### src/rtl/sst_pkg.sv
package sst_pkg;
   // Serial clock edge events, one system-clock pulse each.
   typedef struct packed {
      logic lead;    // falling edge: drive next output bit
      logic trail;   // rising edge: sample input bit
   } sck_ev_t;
endpackage

### src/rtl/sst_clkgen.sv
module sst_clkgen #(
   parameter int DIV_W = 2
) (
   input  logic                clk,
   input  logic                rst_n,
   input  logic                run,
   input  logic [DIV_W-1:0]    div_sel,
   output logic                sck_o,
   output sst_pkg::sck_ev_t    ev
);
   localparam int CNT_W = DIV_W + 2;

   logic [CNT_W-1:0] cnt_q;
   logic [CNT_W-1:0] half_m1;
   logic             wrap;

   // Half period 2*(div_sel+2) clocks, so the terminal count is 2*div_sel+3.
   assign half_m1 = {1'b0, div_sel, 1'b0} + CNT_W'(3);
   assign wrap    = run && (cnt_q == half_m1);

   always_ff @(posedge clk or negedge rst_n) begin
      if (!rst_n) begin
         cnt_q <= '0;
         sck_o <= 1'b1;
      end else if (!run) begin
         cnt_q <= '0;
         sck_o <= 1'b1;
      end else if (wrap) begin
         cnt_q <= '0;
         sck_o <= ~sck_o;
      end else begin
         cnt_q <= cnt_q + 1'b1;
      end
   end

   assign ev.lead  = wrap &&  sck_o;
   assign ev.trail = wrap && !sck_o;

   // the generated clock rests high whenever no frame is running
   assert_sck_idle_high_R3: assert property (@(posedge clk) disable iff (!rst_n)
      !run |=> sck_o);
endmodule

### src/rtl/sst_sync.sv
module sst_sync #(
   parameter int STAGES = 2
) (
   input  logic              clk,
   input  logic              rst_n,
   input  logic              sck_in,
   input  logic              sdi_in,
   output sst_pkg::sck_ev_t  ev,
   output logic              sdi_s
);
   logic [STAGES-1:0] sck_sh;
   logic [STAGES-1:0] sdi_sh;
   logic              sck_prev;

   if (STAGES < 2) begin : g_bad_stages
      $error("sst_sync: STAGES must be at least 2");
   end

   for (genvar g = 0; g < STAGES; g++) begin : g_stage
      if (g == 0) begin : g_first
         always_ff @(posedge clk or negedge rst_n) begin
            if (!rst_n) begin
               sck_sh[g] <= 1'b1;
               sdi_sh[g] <= 1'b0;
            end else begin
               sck_sh[g] <= sck_in;
               sdi_sh[g] <= sdi_in;
            end
         end
      end else begin : g_next
         always_ff @(posedge clk or negedge rst_n) begin
            if (!rst_n) begin
               sck_sh[g] <= 1'b1;
               sdi_sh[g] <= 1'b0;
            end else begin
               sck_sh[g] <= sck_sh[g-1];
               sdi_sh[g] <= sdi_sh[g-1];
            end
         end
      end
   end

   always_ff @(posedge clk or negedge rst_n) begin
      if (!rst_n) sck_prev <= 1'b1;
      else        sck_prev <= sck_sh[STAGES-1];
   end

   assign ev.lead  =  sck_prev & ~sck_sh[STAGES-1];
   assign ev.trail = ~sck_prev &  sck_sh[STAGES-1];
   assign sdi_s    =  sdi_sh[STAGES-1];
endmodule

### src/rtl/sst_shifter.sv
module sst_shifter #(
   parameter int BITS = 8
) (
   input  logic              clk,
   input  logic              rst_n,
   input  logic              active,
   input  sst_pkg::sck_ev_t  ev,
   input  logic              sdi_s,
   input  logic [BITS-1:0]   load_data,
   output logic              sdo,
   output logic [BITS-1:0]   rx_data,
   output logic              done
);
   localparam int CW = $clog2(BITS + 1);

   logic [BITS-1:0] tx_sh;
   logic [BITS-1:0] rx_sh;
   logic [CW-1:0]   bit_q;

   always_ff @(posedge clk or negedge rst_n) begin
      if (!rst_n) begin
         tx_sh <= '0;
         rx_sh <= '0;
         bit_q <= '0;
         sdo   <= 1'b1;
      end else if (!active) begin
         bit_q <= '0;
      end else begin
         if (ev.lead) begin
            if (bit_q == '0) begin
               sdo   <= load_data[0];
               tx_sh <= load_data >> 1;
            end else begin
               sdo   <= tx_sh[0];
               tx_sh <= tx_sh >> 1;
            end
         end
         if (ev.trail) begin
            rx_sh <= {sdi_s, rx_sh[BITS-1:1]};
            bit_q <= (bit_q == CW'(BITS-1)) ? '0 : bit_q + 1'b1;
         end
      end
   end

   assign rx_data = {sdi_s, rx_sh[BITS-1:1]};
   assign done    = active && ev.trail && (bit_q == CW'(BITS-1));

   // the output pin moves only on an accepted leading edge
   assert_sdo_only_on_lead_R1: assert property (@(posedge clk) disable iff (!rst_n)
      !(active && ev.lead) |=> $stable(sdo));
   // the bit position never leaves the frame
   assert_bit_in_frame_R2: assert property (@(posedge clk) disable iff (!rst_n)
      bit_q < CW'(BITS));
endmodule

### src/rtl/sync_serial_xcvr.sv
module sync_serial_xcvr #(
   parameter int FRAME_BITS  = 8,
   parameter int DIV_W       = 2,
   parameter int SYNC_STAGES = 2
) (
   input  logic                  clk,
   input  logic                  rst_n,
   input  logic                  ext_clk_mode,
   input  logic                  start,
   input  logic                  inhibit,
   input  logic [DIV_W-1:0]      div_sel,
   input  logic                  wr_en,
   input  logic [FRAME_BITS-1:0] wr_data,
   input  logic                  rd_en,
   output logic [FRAME_BITS-1:0] rd_data,
   output logic                  busy,
   output logic                  irq,
   output logic                  sck_out,
   input  logic                  sck_in,
   output logic                  sdo,
   input  logic                  sdi
);
   if (FRAME_BITS < 2) begin : g_bad_frame
      $error("sync_serial_xcvr: FRAME_BITS must be at least 2");
   end
   if (DIV_W < 1) begin : g_bad_div
      $error("sync_serial_xcvr: DIV_W must be at least 1");
   end

   sst_pkg::sck_ev_t ev_int, ev_ext, ev_sel;
   logic                  sdi_s;
   logic                  mode_q, mode_chg;
   logic                  in_frame, need_read, tx_ready;
   logic [FRAME_BITS-1:0] buf_q, rx_word;
   logic                  frame_go, frame_live, done;

   assign mode_chg   = (mode_q != ext_clk_mode);
   assign frame_live = in_frame && !inhibit && !mode_chg;
   assign frame_go   = !in_frame && start && !inhibit && !mode_chg &&
                       (ext_clk_mode || (tx_ready && !need_read));

   sst_clkgen #(.DIV_W(DIV_W)) i_clkgen (
      .clk(clk), .rst_n(rst_n), .run(frame_live && !ext_clk_mode),
      .div_sel(div_sel), .sck_o(sck_out), .ev(ev_int));

   sst_sync #(.STAGES(SYNC_STAGES)) i_sync (
      .clk(clk), .rst_n(rst_n), .sck_in(sck_in), .sdi_in(sdi),
      .ev(ev_ext), .sdi_s(sdi_s));

   assign ev_sel = ext_clk_mode ? ev_ext : ev_int;

   sst_shifter #(.BITS(FRAME_BITS)) i_shifter (
      .clk(clk), .rst_n(rst_n), .active(frame_live), .ev(ev_sel),
      .sdi_s(sdi_s), .load_data(buf_q), .sdo(sdo), .rx_data(rx_word),
      .done(done));

   always_ff @(posedge clk or negedge rst_n) begin
      if (!rst_n) begin
         mode_q    <= 1'b0;
         in_frame  <= 1'b0;
         need_read <= 1'b0;
         tx_ready  <= 1'b0;
         buf_q     <= '0;
         irq       <= 1'b0;
      end else begin
         mode_q <= ext_clk_mode;
         irq    <= done;

         if (inhibit || mode_chg || done) in_frame <= 1'b0;
         else if (frame_go)               in_frame <= 1'b1;

         if (mode_chg)                  buf_q <= '0;
         else if (done)                 buf_q <= rx_word;
         else if (wr_en && !need_read)  buf_q <= wr_data;

         if (mode_chg)    need_read <= 1'b0;
         else if (done)   need_read <= 1'b1;
         else if (rd_en)  need_read <= 1'b0;

         if (mode_chg || frame_go)     tx_ready <= 1'b0;
         else if (wr_en && !need_read) tx_ready <= 1'b1;
      end
   end

   assign rd_data = buf_q;
   assign busy    = in_frame || (start && !inhibit);

   // one frame yields one single-cycle request
   assert_irq_single_R2: assert property (@(posedge clk) disable iff (!rst_n)
      irq |=> !irq);
   // no internal frame runs while the received byte is unread
   assert_wait_for_read_R4: assert property (@(posedge clk) disable iff (!rst_n)
      (!ext_clk_mode && need_read) |-> !in_frame);
   // abort leaves the clock idle and raises no request
   assert_inhibit_idle_R7: assert property (@(posedge clk) disable iff (!rst_n)
      inhibit |=> (sck_out && !irq && !in_frame));
   // a mode change empties the buffer
   assert_mode_clear_R8: assert property (@(posedge clk) disable iff (!rst_n)
      mode_chg |=> (rd_data == '0));
endmodule

### config.mk
export PLATFORM = sky130hd
export DESIGN_NAME = sync_serial_xcvr
export DESIGN_NICKNAME = d
export VERILOG_FILES = /design/src/rtl/sst_pkg.sv /design/src/rtl/sst_clkgen.sv /design/src/rtl/sst_sync.sv /design/src/rtl/sst_shifter.sv /design/src/rtl/sync_serial_xcvr.sv
export SDC_FILE = /design/constraint.sdc
export NUM_CORES = 1
export LEC_CHECK = 0
export ABC_AREA = 1
export CORE_MARGIN = 2
export CORE_UTILIZATION = 45
export DETAILED_ROUTE_END_ITERATION = 10
export MAX_ROUTING_LAYER = met4
export PLACE_DENSITY = 0.67
export SYNTH_ARGS = -nofsm -noshare
export SYNTH_HDL_FRONTEND = slang
export SYNTH_SLANG_ARGS = --single-unit
### constraint.sdc
create_clock -name clk -period 2.5 [get_ports clk]
set_input_delay 0.5 -clock clk [delete_from_list [all_inputs] [get_ports clk]]
set_output_delay 0.5 -clock clk [all_outputs]
set_load 0.005 [all_outputs]
==> results of run 1 <==
layout by cell type, fill, tap and decap left out, drive strengths merged:
master and n:
nand2 70, dfrtp 37, inv 32, clkdlybuf4s50 29
nand3 20, nor2 14, o21ai 13, nand4 10
o211ai 7, buf 7, clkbuf 5, dfstp 5
a21oi 5, ha 4, o22ai 3, xnor2 2
nand3b 2, xor2 1, o31ai 1, a22oi 1
o21a 1, nor3 1, clkinv 1, clkinvlp 1
cell families after synthesis:
group           Yosys count  share of synthesized area (%)
compound gates           31                          9.940
fa+ha+maj                 4                          2.424
flops                    42                          51.21
xor+xnor                  3                          1.273
simple gates            117                          27.21
buf+inv                  38                          7.940
state kept, by name, summed over array words and instances, names as in the netlist, 2 cells and up:
signal           cells
i_shifter.rx_sh      7
i_shifter.bit_q      4
i_clkgen.cnt_q       4
i_sync.sck_sh        2
rd_data              8
i_shifter.tx_sh      7
cell type report:
cell class | count | area [sq um]
tap | 52 | 65.06
clock buffer | 5 | 68.82
clock inverter | 3 | 25.02
timing repair buffer | 36 | 340.3
inverter | 31 | 116.4
sequential | 42 | 1057
fill | 379 | 1868
multi-input combinational | 155 | 843.3
power by group:
| part | total, W | switching [W] | leakage (nW) | internal [W] |
|---|---|---|---|---|
| Combinational | 0.000224 | 0.000113 | 0.655 | 0.000111 |
| Sequential | 0.000805 | 0.0000395 | 0.522 | 0.000766 |
| Clock | 0.000451 | 0.000249 | 0.0447 | 0.000201 |
worst register-to-register path, stage by stage, from the launching register on:
cell,delay (ps)
dfrtp_1,380
ha_1,210
nand2_1,100
nor2_2,290
nand3_2,140
buf_4,180
nand2_1,60
nand2_1,50
nand3_1,70
nand2_1,60
metrics by stage:
stage	total power [W]	instance area, sq um
2_1_floorplan	0.0009314	2064
3_3_place_gp	0.001041	2422
3_5_place_dp	0.001046	2422
4_1_cts	0.001500	2516
5_1_grt	0.001574	2516
6_report	0.001480	2516
metal layers:
layer / track usage, % / up-vias / share of wire (%) / wire, microns
met5: - / - / 0 / 0
met4: 8.176 / 0 / 1.6 / 60
met3: 3.376 / 5 / 3.8 / 144
met2: 28.60 / 18 / 47 / 1797
met1: 21.19 / 746 / 48 / 1816
li1: - / 839 / - / -
final timing paths:
kind                                     from            endpoint
setup / recovery                   div_sel[0]  i_shifter.tx_sh[5]
hold / removal                          rst_n  i_shifter.tx_sh[5]
setup reg to reg           i_shifter.bit_q[1]          rd_data[7]
hold reg to reg              i_sync.sdi_sh[0]        i_sync.sdi_s
max in group asynchronous               rst_n    i_sync.sck_sh[1]
min in group clk             i_sync.sdi_sh[0]        i_sync.sdi_s
==> metrics.yaml, run 1 <==
outcome: "finished clean"
cts_buffers: 5
yosys.area.top_type: "dfrtp_1"
hold_violations: 0
fin_skew_ps: 13.27
ys_seq_elements: 42
synthTopCellsByArea: "dfrtp_1 (45%), nand2_1 (12%), dfstp_2 (6.4%)"
synth-async-reset-ratio_pct: 100.0
instances_no_fill: 324
rsz0062_at_grt: "false"
hpwl_mm: 2.904
detail-route-antenna-nets: 0
synth.cell_area_sq_mm: 0.002064
syn_inst: 235
cts.sinks: 42
h-tree-depth: 2
area_growth_pct: 21.88
postSynthAreaPerCell_sq_um: 8.785
grt_pass1_wl_mm: 6.817
grt.total_usage_pct: 17.60
synth_common_cells: "nand2_1 (65), dfrtp_1 (37), inv_1 (28)"
critPathArrivalTime_ps: 2370
ys.warnings.count: 0
hold_path.class: "in -> async"
cp-start-kind: "input port"
required_ps: 2730
dr.pass1.iters: 4
drive_gt1_share_pct: 14.71
fmax_mhz: 467.6
portBuffers: 30
dieArea_sq_mm: 0.005145
layout.nets: 294
drt_iter0_drc: 97
post-place-ws_ps: 48.56
cts.path.max_buffers: 2
setup_viol: 0
slew_violations: 0
cts-root-buf: "clkbuf_8"
ctsHoldBuffers: 0
grt_pass1_vias: 1580
ios: 31
fin_crit_sh_pct: 85.55
whs_ps: 53.93
gp_congestion: 0.8459
initial_core_util_pct: 47.09
cpPeakStageDelay_ps: 440
worstRegToRegCells: 9
synth_edf_count: 0
die_y_microns: 71.73
power.density_mw_per_mm2: 588.1
worst_path_max_delay_cell: "clkdlybuf4s50_1"
grt_overflow_total: 0
power.leakage_nw: 1.222
clk_latency_ps: 310
synth_seq_area_share_pct: 51.21
wirelength_mm: 3.818
cts_tree: "done"
core_area_sq_mm: 0.004384
relSlewSlack_pct: 65.52
crit_fanout: 16
crit_buf_inv: 2
antennaDiodeCount: 0
die_x_microns: 71.73
yosysUniqueCellTypes: 34
fin_util_pct: 57.39
cp.depth: 9
tightest_slew_ps: 515.7
antenna_found_initial: 0
grt_max_degree: 31
drc: 0
fin_crit_ps: 2139
syn-num-nets: 258
post_cts_buffers: 0
vias: 1608
critPathKind: "in -> reg"
synth_top_area_share_pct: 44.85
ctsResizeCount: 0
clkTransAtPathRegs_ps: 90
tns_ps: 0
ys.flop_type: "dfrtp_1"
wl_per_cell_microns: 11.78
vias_per_cell: 4.963
synth.most_common_cell: "nand2_1"
peakVddDrop_mv: 0.3173
crit_family: "compound AO/OA/AOI/OAI gates"
endpoint_kind: "flop"
drv_cap: 0
dp.cells: 316
rrSetupSlack_ps: 860
core.rowCount: 24
cp_cell_sequence: "clkdlybuf4s50_1 > ha_1 > inv_1 > nor2_1 > nor2_2 > nand4_1 > a22oi_4 > o211ai_1 > o21ai_0"
fin_ws_ps: 361.4
(Power assumes the default switching activity.)
==> inputs of run 2 (changes only) <==
Settings changed: CTS_CLUSTER_SIZE set to 20.
==> results of run 2 <==
The final DEF is identical to that of run 1; final timing and power are the same.
==> inputs of run 3 (changes only) <==
Settings changed: HOLD_SLACK_MARGIN set to 0.15.
==> metrics.yaml, run 3 (synthesized netlist as in run 1, its figures left out) <==
outcome: "finished clean"
grt_max_degree: 31  # unchanged
grt_pass1_wl_mm: 6.831  # +0.21%
cts.sinks: 42  # unchanged
crit_fanout: 16  # unchanged
relSlewSlack_pct: 65.52  # unchanged
detail-route-antenna-nets: 0  # unchanged
drt_iter0_drc: 95  # -2.1%
fin_crit_ps: 2139  # -0.02000 ps
drc: 0  # unchanged
cts.path.max_buffers: 2  # unchanged
power.leakage_nw: 1.226  # +0.34%
fin_crit_sh_pct: 85.54  # about the same
clkTransAtPathRegs_ps: 90  # about the same
grt.total_usage_pct: 17.63  # +0.031 points
antennaDiodeCount: 0  # unchanged
critPathArrivalTime_ps: 2370  # about the same
peakVddDrop_mv: 0.3173  # about the same
initial_core_util_pct: 47.09  # unchanged
cts_tree: "done"
final_common_cell: "nand2_1"
required_ps: 2730  # about the same
cts_buffers: 5  # unchanged
busiest_layer: "met2"
wl_per_cell_microns: 11.73  # -0.49%
hold_violations: 0  # unchanged
clk_latency_ps: 310  # about the same
slew_violations: 0  # unchanged
ios: 31  # unchanged
drive_gt1_share_pct: 14.65  # -0.054 points
post-place-ws_ps: 48.56  # unchanged
portBuffers: 30  # unchanged
area_growth_pct: 22.36
vias: 1612  # +0.25%
grt_pass1_vias: 1583  # +0.19%
antenna_found_initial: 0  # unchanged
core.rowCount: 24  # unchanged
use_met2_pct: 28.60  # unchanged
gr-usage-met3_pct: 3.376  # unchanged
hold_path.class: "reg -> reg"
critPathKind: "in -> reg"
h-tree-depth: 2  # unchanged
largest_reg_flops: 8  # unchanged
ctsHoldBuffers: 1  # +1
grt_overflow_total: 0  # unchanged
rsz0062_at_grt: "false"
tightest_slew_ps: 515.7  # unchanged
grt.met1_usage_pct: 21.28  # +0.091 points
whs_ps: 357.0  # +303.1 ps
fin_ws_ps: 361.4  # +0.02000 ps
wirelength_mm: 3.811  # -0.18%
die_x_microns: 71.73  # unchanged
gp_congestion: 0.8459  # unchanged
endpoint_kind: "flop"
core_area_sq_mm: 0.004384  # unchanged
layout_common_cells: "nand2_1 (65), dfrtp_1 (37), clkdlybuf4s50_1 (29)"
drv_cap: 0  # unchanged
layout.nets: 295  # +0.34%
hpwl_mm: 2.904  # unchanged
cts-root-buf: "clkbuf_8"
dr.pass1.iters: 4  # unchanged
power.density_mw_per_mm2: 586.2  # -0.32%
ctsResizeCount: 0  # unchanged
die_y_microns: 71.73  # unchanged
setup_viol: 0  # unchanged
dieArea_sq_mm: 0.005145  # unchanged
finalPower_w: 0.001481  # about the same
vias_per_cell: 4.960  # about the same
tns_ps: 0  # unchanged
fmax_mhz: 467.6  # about the same
cp-start-kind: "input port"
fin_skew_ps: 13.28  # +0.01530 ps
post_cts_buffers: 0  # unchanged
[run 3: changes by cell type in the layout (fill, tap and decap cells not counted)]
cell	previous run	this run
dlygate4sd3_1	0	1
[run 3: path summary, 6_finish.rpt]
kind                                    start  cells past startpoint  slack (ps)                  to
setup reg to reg           i_shifter.bit_q[1]                      9         860          rd_data[7]
max in group asynchronous               rst_n                      3        1180    i_sync.sck_sh[1]
setup / recovery                   div_sel[0]                      9         360  i_shifter.tx_sh[5]
hold reg to reg              i_sync.sdi_sh[0]                      0         360        i_sync.sdi_s
min in group asynchronous               rst_n                      2         590  i_shifter.tx_sh[5]
hold / removal               i_sync.sdi_sh[0]                      0         360        i_sync.sdi_s
[run 3: final cells by class]
cell class                 instances  area [sq um]
inverter                          31         116.4
fill                             378          1858
clock buffer                       5         68.82
tap                               52         65.06
sequential                        42          1057
multi-input combinational        155         843.3
clock inverter                     3         25.02
timing repair buffer              37         350.3
[run 3: critical path, stage by stage]
cell and delay [ps]:
clkdlybuf4s50_1 440, ha_1 300, inv_1 70, nor2_1 50
nor2_2 160, nand4_1 190, a22oi_4 400, o211ai_1 160
o21ai_0 100
[run 3: through the flow]
| stage | util [%] | cell area (sq um) | instances |
|---|---|---|---|
| detailed placement | 55.25 | 2422 | 316 |
| finish | 57.62 | 2526 | 325 |
| global placement | 55.25 | 2422 | 316 |
| global route | 57.62 | 2526 | 325 |
| floorplan | - | 2064 | 235 |
| CTS | 57.62 | 2526 | 325 |
[run 3: layer usage]
layer | vias to the layer above | part of all wire, %
met5 | - | 0
met4 | 0 | 1.6
met3 | 5 | 3.8
met2 | 18 | 47
met1 | 748 | 47
li1 | 841 | -
[run 3: power by group]
group	total, W	switching (W)	leakage (nW)	internal, W
combinational	0.000225	0.000113	0.659	0.000112
clock	0.000451	0.000249	0.0447	0.000201
sequential	0.000805	0.0000394	0.522	0.000766
total	0.00148	0.000402	1.23	0.00108
